[src/rtl/dsp_lshift_pkg.sv]
package dsp_lshift_pkg;
  localparam int GUARD_W = 8;
  localparam int HALF_W  = 16;
  localparam int CNT_W   = 6;

  typedef struct packed {
    logic dc;
    logic n;
    logic z;
    logic v;
    logic gt;
  } shflags_t;

  typedef enum logic [2:0] {
    DCM_CARRY = 3'd0,
    DCM_NEG   = 3'd1,
    DCM_ZERO  = 3'd2,
    DCM_OVF   = 3'd3,
    DCM_GT    = 3'd4,
    DCM_GE    = 3'd5,
    DCM_RSV6  = 3'd6,
    DCM_RSV7  = 3'd7
  } dc_mode_t;
endpackage

[src/rtl/lshift_core.sv]
module lshift_core #(
  parameter int HALF_W = 16,
  parameter int CNT_W  = 6
) (
  input  logic [HALF_W-1:0] word_in,
  input  logic [CNT_W-1:0]  count,
  output logic [HALF_W-1:0] word_out,
  output logic              last_out
);
  // wide enough for the largest encodable shift in either direction
  localparam int WIDE_W = 2*HALF_W + (1 << (CNT_W-1));

  logic              go_right;
  logic [CNT_W:0]    mag_right;
  logic [WIDE_W-1:0] left_w;
  logic [WIDE_W-1:0] right_w;

  assign go_right  = count[CNT_W-1];
  assign mag_right = (CNT_W+1)'(0) - {count[CNT_W-1], count};

  always_comb begin
    left_w  = WIDE_W'(word_in) << count;
    right_w = {word_in, (WIDE_W-HALF_W)'(0)} >> mag_right;
    if (go_right) begin
      word_out = right_w[WIDE_W-1 -: HALF_W];
      last_out = right_w[WIDE_W-HALF_W-1];
    end else begin
      word_out = left_w[HALF_W-1:0];
      last_out = (count == '0) ? 1'b0 : left_w[HALF_W];
    end
  end
endmodule

[src/rtl/lshift_flags.sv]
module lshift_flags
  import dsp_lshift_pkg::*;
#(
  parameter int HALF_W = 16
) (
  input  logic [HALF_W-1:0] word,
  input  logic              carry,
  input  logic [2:0]        sel,
  output shflags_t          flags
);
  logic neg, zer, gt;

  assign neg = word[HALF_W-1];
  assign zer = (word == '0);
  assign gt  = !neg && !zer;

  always_comb begin
    flags.n  = neg;
    flags.z  = zer;
    flags.v  = 1'b0;
    flags.gt = gt;
    unique case (dc_mode_t'(sel))
      DCM_CARRY: flags.dc = carry;
      DCM_NEG:   flags.dc = neg;
      DCM_ZERO:  flags.dc = zer;
      DCM_OVF:   flags.dc = 1'b0;
      DCM_GT:    flags.dc = gt;
      DCM_GE:    flags.dc = !neg;
      default:   flags.dc = 1'b0;
    endcase
  end
endmodule

[src/rtl/dsp_lshift_unit.sv]
module dsp_lshift_unit
  import dsp_lshift_pkg::*;
#(
  parameter int GUARD_BITS = dsp_lshift_pkg::GUARD_W,
  parameter int WORD_BITS  = dsp_lshift_pkg::HALF_W,
  parameter int COUNT_BITS = dsp_lshift_pkg::CNT_W,
  parameter int IDX_BITS   = 3
) (
  input  logic                                     clk,
  input  logic                                     rst_n,
  input  logic                                     in_valid,
  output logic                                     in_ready,
  input  logic [GUARD_BITS+2*WORD_BITS-1:0]        src1_data,
  input  logic [GUARD_BITS+2*WORD_BITS-1:0]        src2_data,
  input  logic [COUNT_BITS-1:0]                    imm_count,
  input  logic                                     use_imm,
  input  logic [IDX_BITS-1:0]                      src1_idx,
  input  logic [IDX_BITS-1:0]                      dst_idx,
  input  logic                                     cond_exec,
  input  logic [2:0]                               cs_sel,
  output logic                                     out_valid,
  input  logic                                     out_ready,
  output logic [GUARD_BITS+2*WORD_BITS-1:0]        out_data,
  output logic                                     out_illegal,
  output logic [4:0]                               status_flags
);
  localparam int REG_BITS = GUARD_BITS + 2*WORD_BITS;
  localparam int UP_LSB   = WORD_BITS;
  localparam int CNT_LSB  = WORD_BITS;

  logic [WORD_BITS-1:0]  upper_in;
  logic [COUNT_BITS-1:0] count_sel;
  logic [WORD_BITS-1:0]  upper_out;
  logic                  shifted_out;
  shflags_t              flags_next;
  shflags_t              flags_q;
  logic                  accept;
  logic                  unused_bits;

  assign upper_in  = src1_data[UP_LSB +: WORD_BITS];
  assign count_sel = use_imm ? imm_count : src2_data[CNT_LSB +: COUNT_BITS];
  assign unused_bits = ^{src1_data[REG_BITS-1:UP_LSB+WORD_BITS], src1_data[UP_LSB-1:0],
                         src2_data[REG_BITS-1:CNT_LSB+COUNT_BITS], src2_data[CNT_LSB-1:0]};

  lshift_core #(.HALF_W(WORD_BITS), .CNT_W(COUNT_BITS)) core_i (
    .word_in (upper_in),
    .count   (count_sel),
    .word_out(upper_out),
    .last_out(shifted_out)
  );

  lshift_flags #(.HALF_W(WORD_BITS)) flg_i (
    .word (upper_out),
    .carry(shifted_out),
    .sel  (cs_sel),
    .flags(flags_next)
  );

  assign in_ready = !out_valid || out_ready;
  assign accept   = in_valid && in_ready;

  always_ff @(posedge clk or negedge rst_n) begin
    if (!rst_n) begin
      out_valid   <= 1'b0;
      out_data    <= '0;
      out_illegal <= 1'b0;
      flags_q     <= '0;
    end else if (accept) begin
      out_valid   <= 1'b1;
      out_data    <= {(GUARD_BITS)'(0), upper_out, (WORD_BITS)'(0)};
      out_illegal <= use_imm && (src1_idx != dst_idx);
      if (!cond_exec) flags_q <= flags_next;
    end else if (out_ready) begin
      out_valid <= 1'b0;
    end
  end

  assign status_flags = flags_q;


  guard_lower_zero_chk: assert property (@(posedge clk) disable iff (!rst_n)
    out_valid |-> (out_data[REG_BITS-1:UP_LSB+WORD_BITS] == '0) && (out_data[UP_LSB-1:0] == '0));


  cond_flags_hold_chk: assert property (@(posedge clk) disable iff (!rst_n)
    (accept && cond_exec) |=> $stable(status_flags));


  ovf_clear_chk: assert property (@(posedge clk) disable iff (!rst_n)
    !status_flags[1]);


  gt_excl_chk: assert property (@(posedge clk) disable iff (!rst_n)
    status_flags[0] |-> (!status_flags[3] && !status_flags[2]));


  stall_hold_chk: assert property (@(posedge clk) disable iff (!rst_n)
    (out_valid && !out_ready) |=> (out_valid && $stable(out_data) && $stable(out_illegal)));


  zero_shift_chk: assert property (@(posedge clk) disable iff (!rst_n)
    (accept && count_sel == '0) |=> (out_data[UP_LSB +: WORD_BITS] == $past(src1_data[UP_LSB +: WORD_BITS])));
endmodule

[config.mk]
export PLATFORM = sky130hd
export DESIGN_NAME = dsp_lshift_unit
export DESIGN_NICKNAME = d
export VERILOG_FILES = /design/src/rtl/dsp_lshift_pkg.sv /design/src/rtl/lshift_core.sv /design/src/rtl/lshift_flags.sv /design/src/rtl/dsp_lshift_unit.sv
export SDC_FILE = /design/constraint.sdc
export NUM_CORES = 1
export LEC_CHECK = 0
export BUFFER_PORTS_ARGS = -buffer_cell sky130_fd_sc_hd__buf_2
export CAP_MARGIN = 20
export CELL_PAD_IN_SITES_DETAIL_PLACEMENT = 2
export CELL_PAD_IN_SITES_GLOBAL_PLACEMENT = 2
export CORE_MARGIN = 2
export CORE_UTILIZATION = 23
export DETAILED_ROUTE_END_ITERATION = 16
export MAX_ROUTING_LAYER = met4
export PLACE_DENSITY_LB_ADDON = 0.25
export SYNTH_ARGS = -nofsm -noshare
export SYNTH_HDL_FRONTEND = slang
export SYNTH_SLANG_ARGS = --single-unit
[constraint.sdc]
create_clock -name clk -period 1.6 [get_ports clk]
set_input_delay 0.16 -clock clk [delete_from_list [all_inputs] [get_ports clk]]
set_output_delay 0.16 -clock clk [all_outputs]
set_load 0.01 [all_outputs]
==> summary.txt, run 1 <==
Final layout
  – Layout filler cell count: 1562
  – Ratio of cells with drive above 1 in the final layout: 58.3%
  – Ant diodes: 0
  – Finished Core Util: about 42%
  – Layout area overhead: 80.7%
  – Final nets: 752
  – Fin area: 5810 um^2

GRT
  – First-pass GRT wire length: 28800 um
  – Number of global-route vias before repair: 4879
  – GRT busiest layer: met2
  – Gr ovfl total: 0
  – Initial antenna violation count: 0
  – Met1 Track Usage GR: 31.3%
  – Pin count of the biggest net entering global routing: 27
  – Total Routing Usage GR: 26.0%
  – Met3 Use GR: roughly 2.7%
  – Met2 Use GR: 46.3%

STA
  – Final setup viols: 20
  – Final hold vios: 0
  – Tcrit/Tclk final: 178%
  – Tightest Pin Transition: ~0.56 ns
  – Layout Skew: approximately 0.0027 ns
  – Slew Limit Fails: 0
  – Relative slew slack: between 60% and 70%
  – Final WS setup: -1.25 ns
  – Max Fclk: about 350 MHz
  – RSZ-0062 raised after global routing: true
  – Min Tclk post-route: approximately 2.8 ns

Pwr
  – PD cells: approximately 680 nW/um^2
  – Max VDD drop: 0.321 mV
  – Leakage power: approximately 2.7 nW

Min path
  – Worst hold path startpoint: in_valid
  – Hold WC Path Type: input port to flip-flop

Worst setup path
  – Capturing point of the worst reg2reg path: status_flags[4]
  – End of the critical path: status_flags[4]
  – CP endpoint kind: flip-flop
  – Reg2Reg Setup Slack: 0.06 ns
  – Max FO, Critical Path: 8
  – Worst Setup SP: use_imm
  – Kind of critical path: input port to flip-flop
  – Worst reg2reg path startpoint: out_valid
  – Critical Path RT: 1.80 ns
  – Worst r2r path cells: 5
  – Worst EP arrival: around 3.0 ns
  – Crit start category: input port

Synthesis
  – Synth Instances: roughly 420
  – Synth Cell Area: 3210 um^2
  – Top-count cell post-synth: nand2_1
  – Area fraction of the dominant cell type after synthesis: 17.1%
  – Main synth FF type: dfrtp_1
  – Largest family of logic cells by synthesized area: simple AND/OR/NAND/NOR gates
  – Adder and majority gate portion of the synthesized area: 0.389%
  – Ys async rst share: 100%
  – Share of the yosys chip area belonging to registers: 17.1%
  – Unique masters post-synth: 65
  – Yosys synthesis warning count: 0
  – Cell taking the most area after synthesis: dfrtp_1
  – FF+latch count, synth: 22
  – Post-synthesis mux area share: 22.2%
  – Post-Synth XOR/XNOR Area: 1.63%
  – Synth Area per Inst: approximately 7.6 um^2
  – Compound-cell area share of the yosys netlist: roughly a fifth
  – Ranking of synthesized cells by area: dfrtp_1 (17%), mux2i_1 (9.3%), nand2_1 (9.2%), mux2_2 (6.3%), buf_4 (5.8%)
  – Synth top cells by count: nand2_1 (79), mux2i_1 (30), buf_4 (25), nand3_1 (25), nor2_1 (24)
  – Post-Synth Simple-Gate Area: 26.3%
  – Post-synth EDFFs: 0

Run status
  – Failing checks: setup timing
  – Status: complete, but fails checks

Clock network
  – CTS tree: done
  – Root buf cell: clkbuf_16
  – Clock transition at path regs: 0.06 ns
  – CTS Sinks: 22
  – Clk_lat worst skew: between 0.2 and 0.3 ns
  – CTS buffer count: 3
  – H-tree Lvls: 1
  – Max clock buf depth: 2

Die
  – Core ar.: 13800 um^2
  – Std-Cell Rows: between 40 and 50
  – Die height: 122 um
  – Die W: 122 um
  – Die footprint: 14900 um^2
  – Initial core utilization: 23.3%
  – IO Pins: about 150

Detailed routing
  – Drt via density: 5.29
  – Post-Route WL: 19300 um
  – DR WL/cell: between 20 and 25 um
  – Pre-antenna DRT Iters: 5
  – Final ANT Viol Nets: 0
  – Initial DRC Count: 210
  – Residual DRC: 0
  – Vias post-DR: 4378

Placement
  – IO Port Bufs: 65
  – Routability Congestion: 0.965
  – Placement Cell Area: a little under 5000 um^2
  – Post-DP HPWL: 13900 um

Job
  – Max Cap Viol: 0
==> layout by cell type, fill, tap and decap left out, types with 8 or more instances in the layout <==
master,synthesis,routed
buf_2,10,64
buf_4,25,167
buf_6,2,16
conb_1,1,25
dfrtp_1,22,22
mux2_2,18,8
mux2_4,2,12
mux2i_1,30,23
mux4_2,8,8
nand2_1,79,71
nand2b_1,10,8
nand3_1,25,16
nand3_2,0,8
nor2_1,24,17
o211ai_1,8,8
==> report_power, final <==
part / total, mW / switching [mW] / internal [mW]
sequential: 0.692 / 0.0484 / 0.643
clock: 0.534 / 0.204 / 0.331
combinational: 2.70 / 1.42 / 1.28
==> sequential cells by signal, summed over array words and instances (netlist names) <==
register and cells:
out_illegal 1, status_flags 4, out_data 16, out_valid 1
==> stage by stage <==
stage	setup WS, ns	cells	total power [mW]	TNS, ns	hold slack [ns]
2_1_floorplan	-1.50	447	1.81	-16.88	-0.136
3_3_place_gp	-1.57	792	2.72	-20.10	0.154
3_5_place_dp	-1.66	792	2.81	-21.77	0.161
4_1_cts	-1.11	820	3.72	-12.77	0.115
5_1_grt	-1.34	828	4.12	-16.19	0.158
6_report	-1.25	828	3.92	-14.73	0.145
==> worst min-delay path by stage <==
stage	slack, ns	to	depth (start not counted)
6_report	0.15	out_valid	2
5_1_grt	0.16	out_valid	2
4_1_cts	0.12	out_valid	2
3_5_place_dp	0.16	out_illegal	1
3_3_place_gp	0.15	out_data[31]	1
2_1_floorplan	-0.14	out_data[16]	0
==> layout make-up <==
class	instances	area (um^2)	share of cell area [%]
tap	180	225	3.88
timing repair buffer	254	1890	32.5
inverter	6	35.0	0.603
multi-input combinational	363	3030	52.3
sequential	22	551	9.48
clock buffer	3	75.1	1.29
==> critical path: stages <==
cell,delay [ns]
buf_8,0.11
mux2_4,0.34
clkinv_4,0.08
ha_4,0.21
buf_8,0.15
xnor2_4,0.15
mux2_4,0.35
a221oi_4,0.35
buf_6,0.17
nand3_2,0.08
o221ai_4,0.08
and4b_1,0.25
a2111oi_2,0.41
a211o_1,0.15
==> routing by layer <==
| layer | vias to the layer above | routed length [um] | part of all wire (%) |
|---|---|---|---|
| met5 | - | 0 | 0 |
| met4 | 0 | 447 | 2.3 |
| met3 | 29 | 847 | 4.4 |
| met2 | 141 | 10100 | 52 |
| met1 | 2225 | 7850 | 41 |
| li1 | 1983 | - | - |
==> logic make-up after synthesis <==
kind of cell | Yosys count
compound gates | 94
mux | 58
simple gates | 179
flops | 22
buf+inv | 62
xor+xnor | 6
other cells | 1
fa+ha+maj | 1
==> what timing repair did <==
| item | 4_1_cts | 5_1_grt |
|---|---|---|
| hold endpoints to repair | 22 | 0 |
| resized for setup | 91 | 33 |
| setup endpoints to repair | 20 | 20 |
| cloned | 1 | 0 |
| buffers inserted | 28 | 14 |
| hold buffers | 1 | 0 |
| pin swaps | 41 | 14 |
(Power assumes the default switching activity.)
==> run 2: changes to the inputs <==
--- a/config.mk
+++ b/config.mk
@@ -12,6 +12,8 @@
 export CORE_MARGIN = 2
 export CORE_UTILIZATION = 23
 export DETAILED_ROUTE_END_ITERATION = 16
+export GPL_ROUTABILITY_DRIVEN = 0
+export GPL_TIMING_DRIVEN = 1
 export MAX_ROUTING_LAYER = met4
 export PLACE_DENSITY_LB_ADDON = 0.25
 export SYNTH_ARGS = -nofsm -noshare
==> constraint.sdc (replaced) <==
create_clock -name clk -period 1.6 [get_ports clk]
set_input_delay 0.32 -clock clk [delete_from_list [all_inputs] [get_ports clk]]
set_output_delay 0.32 -clock clk [all_outputs]
set_load 0.01 [all_outputs]
==> run 2 against run 1 <==
Net effect:
- the flow still finishes with violations (setup timing)
- non-clock buffer count shrank 6
- clock-buffer cell count increased by 1
- via count down 0.91%
- final cell count fell by 0.60%
- highest routed layer unchanged
==> summary.txt, run 2 (synthesis results as in run 1) <==
Worst setup path
  – Capturing point of the worst reg2reg path: status_flags[4]
  – Critical Path RT: 1.73 ns
  – Worst EP arrival: 3.25 ns
  – CP endpoint kind: flip-flop
  – Worst Setup SP: use_imm
  – Max FO, Critical Path: 7
  – CP cell instances: buf_8 -> mux2_4 -> clkinv_4 -> ha_4 -> buf_4 -> buf_6 -> xnor2_4 -> mux4_2 -> mux2i_4 -> o221ai_2 -> nand4b_1 -> nor4_4 -> a2111oi_2 -> a211o_1
  – Reg2Reg Setup Slack: 0.06 ns
  – Slowest stage delay, CP: 0.40 ns
  – End of the critical path: status_flags[4]
  – Crit start category: input port
  – Critical path's slowest cell: mux4_2
  – Kind of critical path: input port to flip-flop
  – Worst r2r path cells: 6
  – Worst reg2reg path startpoint: out_valid

Clock network
  – H-tree Lvls: 1
  – CTS tree: done
  – Max clock buf depth: 2
  – CTS Sinks: 22
  – Clock transition at path regs: 0.06 ns
  – Hold_buf cts: 0
  – Root buf cell: clkbuf_16
  – CTS buffer count: 3
  – Clk_lat worst skew: 0.25 ns

Die
  – Initial core utilization: 23.3%
  – Std-Cell Rows: 43
  – Die height: around 120 um
  – Die footprint: between 10000 and 15000 um^2
  – Die W: 122 um
  – Core ar.: between 10000 and 15000 um^2
  – IO Pins: 149

Detailed routing
  – Initial DRC Count: 177
  – Post-Route WL: 18600 um
  – Pre-antenna DRT Iters: 5
  – Final ANT Viol Nets: 0
  – Residual DRC: 0
  – Vias post-DR: 4338
  – Drt via density: 5.27
  – DR WL/cell: about 23 um

STA
  – Tightest Pin Transition: 0.565 ns
  – Fin Setup TNS: -18.75 ns
  – Final WS setup: -1.51 ns
  – Layout Skew: 0.00374 ns
  – Tcrit/Tclk final: 195%
  – Max Fclk: 321 MHz
  – Relative slew slack: 62.0%
  – Final hold vios: 0
  – Final setup viols: 20
  – Slew Limit Fails: 0
  – RSZ-0062 raised after global routing: true
  – Min Tclk post-route: 3.11 ns
  – Hold Worst Slack: around 0.030 ns

Final layout
  – Layout area overhead: 76.1%
  – Max FFs per register: 16
  – Largest reg by FF count: out_data
  – Sequential cell area: approximately 550 um^2
  – Ratio of cells with drive above 1 in the final layout: 55.2%
  – Layout filler cell count: 1585
  – Ant diodes: 0
  – Commonest non-fill, non-tap cells in the layout: buf_4 (157), nand2_1 (75), buf_2 (64)
  – Final nets: around 750
  – Multi-input logic area: 2890 um^2
  – Most common cell after layout, fill and taps aside: buf_4
  – Finished Core Util: 41.1%

Min path
  – Hold WC Path Type: input port to asynchronous set/reset pin

Pwr
  – Leakage power: 2.62 nW
  – PD cells: 683 nW/um^2
  – Max VDD drop: 0.346 mV
  – Total power: 3.87 mW

Run status
  – Failing checks: setup timing
  – Status: complete, but fails checks

GRT
  – First-pass GRT wire length: between 20000 and 30000 um
  – Total Routing Usage GR: 24.8%
  – Pin count of the biggest net entering global routing: 23
  – Gr ovfl total: 0
  – Initial antenna violation count: 0
  – Number of global-route vias before repair: 4733

Placement
  – Place WS: -1.88 ns
  – Post-DP HPWL: 13400 um
  – IO Port Bufs: 65

Job
  – Max Cap Viol: 0
==> run 2: cell types whose count changed in the layout (fill, tap and decap cells not counted), sizes merged <==
cell and delta:
dlygate4sd3 -1, buf -5, clkbuf +1
==> run 2: final cells by class <==
cell class              instances  share of cell area [%]
multi-input cells             363                    51.1
flip-flops and latches         22                    9.73
repair buffers                248                    33.1
clock buffers                   4                    1.57
well taps                     180                    3.98
inverters                       6                   0.575
==> run 2: per-stage QoR <==
stage	cells	area, um^2
finish	823	5660
global route	823	5660
CTS	819	5520
detailed placement	792	4920
global placement	792	4920
floorplan	447	3560
==> run 2: critical path: cells and delay by family <==
| family | cells | cell delay [ns] |
|---|---|---|
| AOI/OAI and AO/OA | 3 | 0.52 |
| and+or+nand+nor | 2 | 0.57 |
| muxes | 3 | 0.92 |
| buffers and inverters | 4 | 0.45 |
| xor gates and xnor gates | 1 | 0.25 |
| adders and majority gates | 1 | 0.20 |
==> run 2: power breakdown <==
| part | total, mW | internal, mW | switching, mW |
|---|---|---|---|
| Clock | 0.573 | 0.381 | 0.192 |
| Combinational | 2.60 | 1.25 | 1.35 |
| Sequential | 0.694 | 0.644 | 0.0506 |
==> run 2: repair_timing <==
action	in CTS	in global routing
gates resized for setup	70	27
endpoints found under the hold margin	0	0
setup endpoints to repair	20	20
pin swaps	26	18
cloned	1	0
setup buffers	24	7
==> run 2: worst min path at each step <==
stage	from	slack, ns	endpoint	depth (start not counted)
after floorplan	rst_n	0.02	out_data[16]	0
after global placement	rst_n	0.32	out_valid	1
after detailed placement	rst_n	0.32	out_valid	1
after CTS	rst_n	0.04	out_valid	1
after global routing	rst_n	0.07	out_valid	1
final	rst_n	0.03	out_valid	1
==> run 2: routing by layer <==
metal	part of all wire, %	up-vias	global-route usage (%)	routed length (um)
met4	3.7	0	8.91	695
li1	-	1969	-	-
met3	4.0	52	2.70	744
met5	0	-	-	0
met2	50	128	43.2	9340
met1	42	2189	29.5	7780
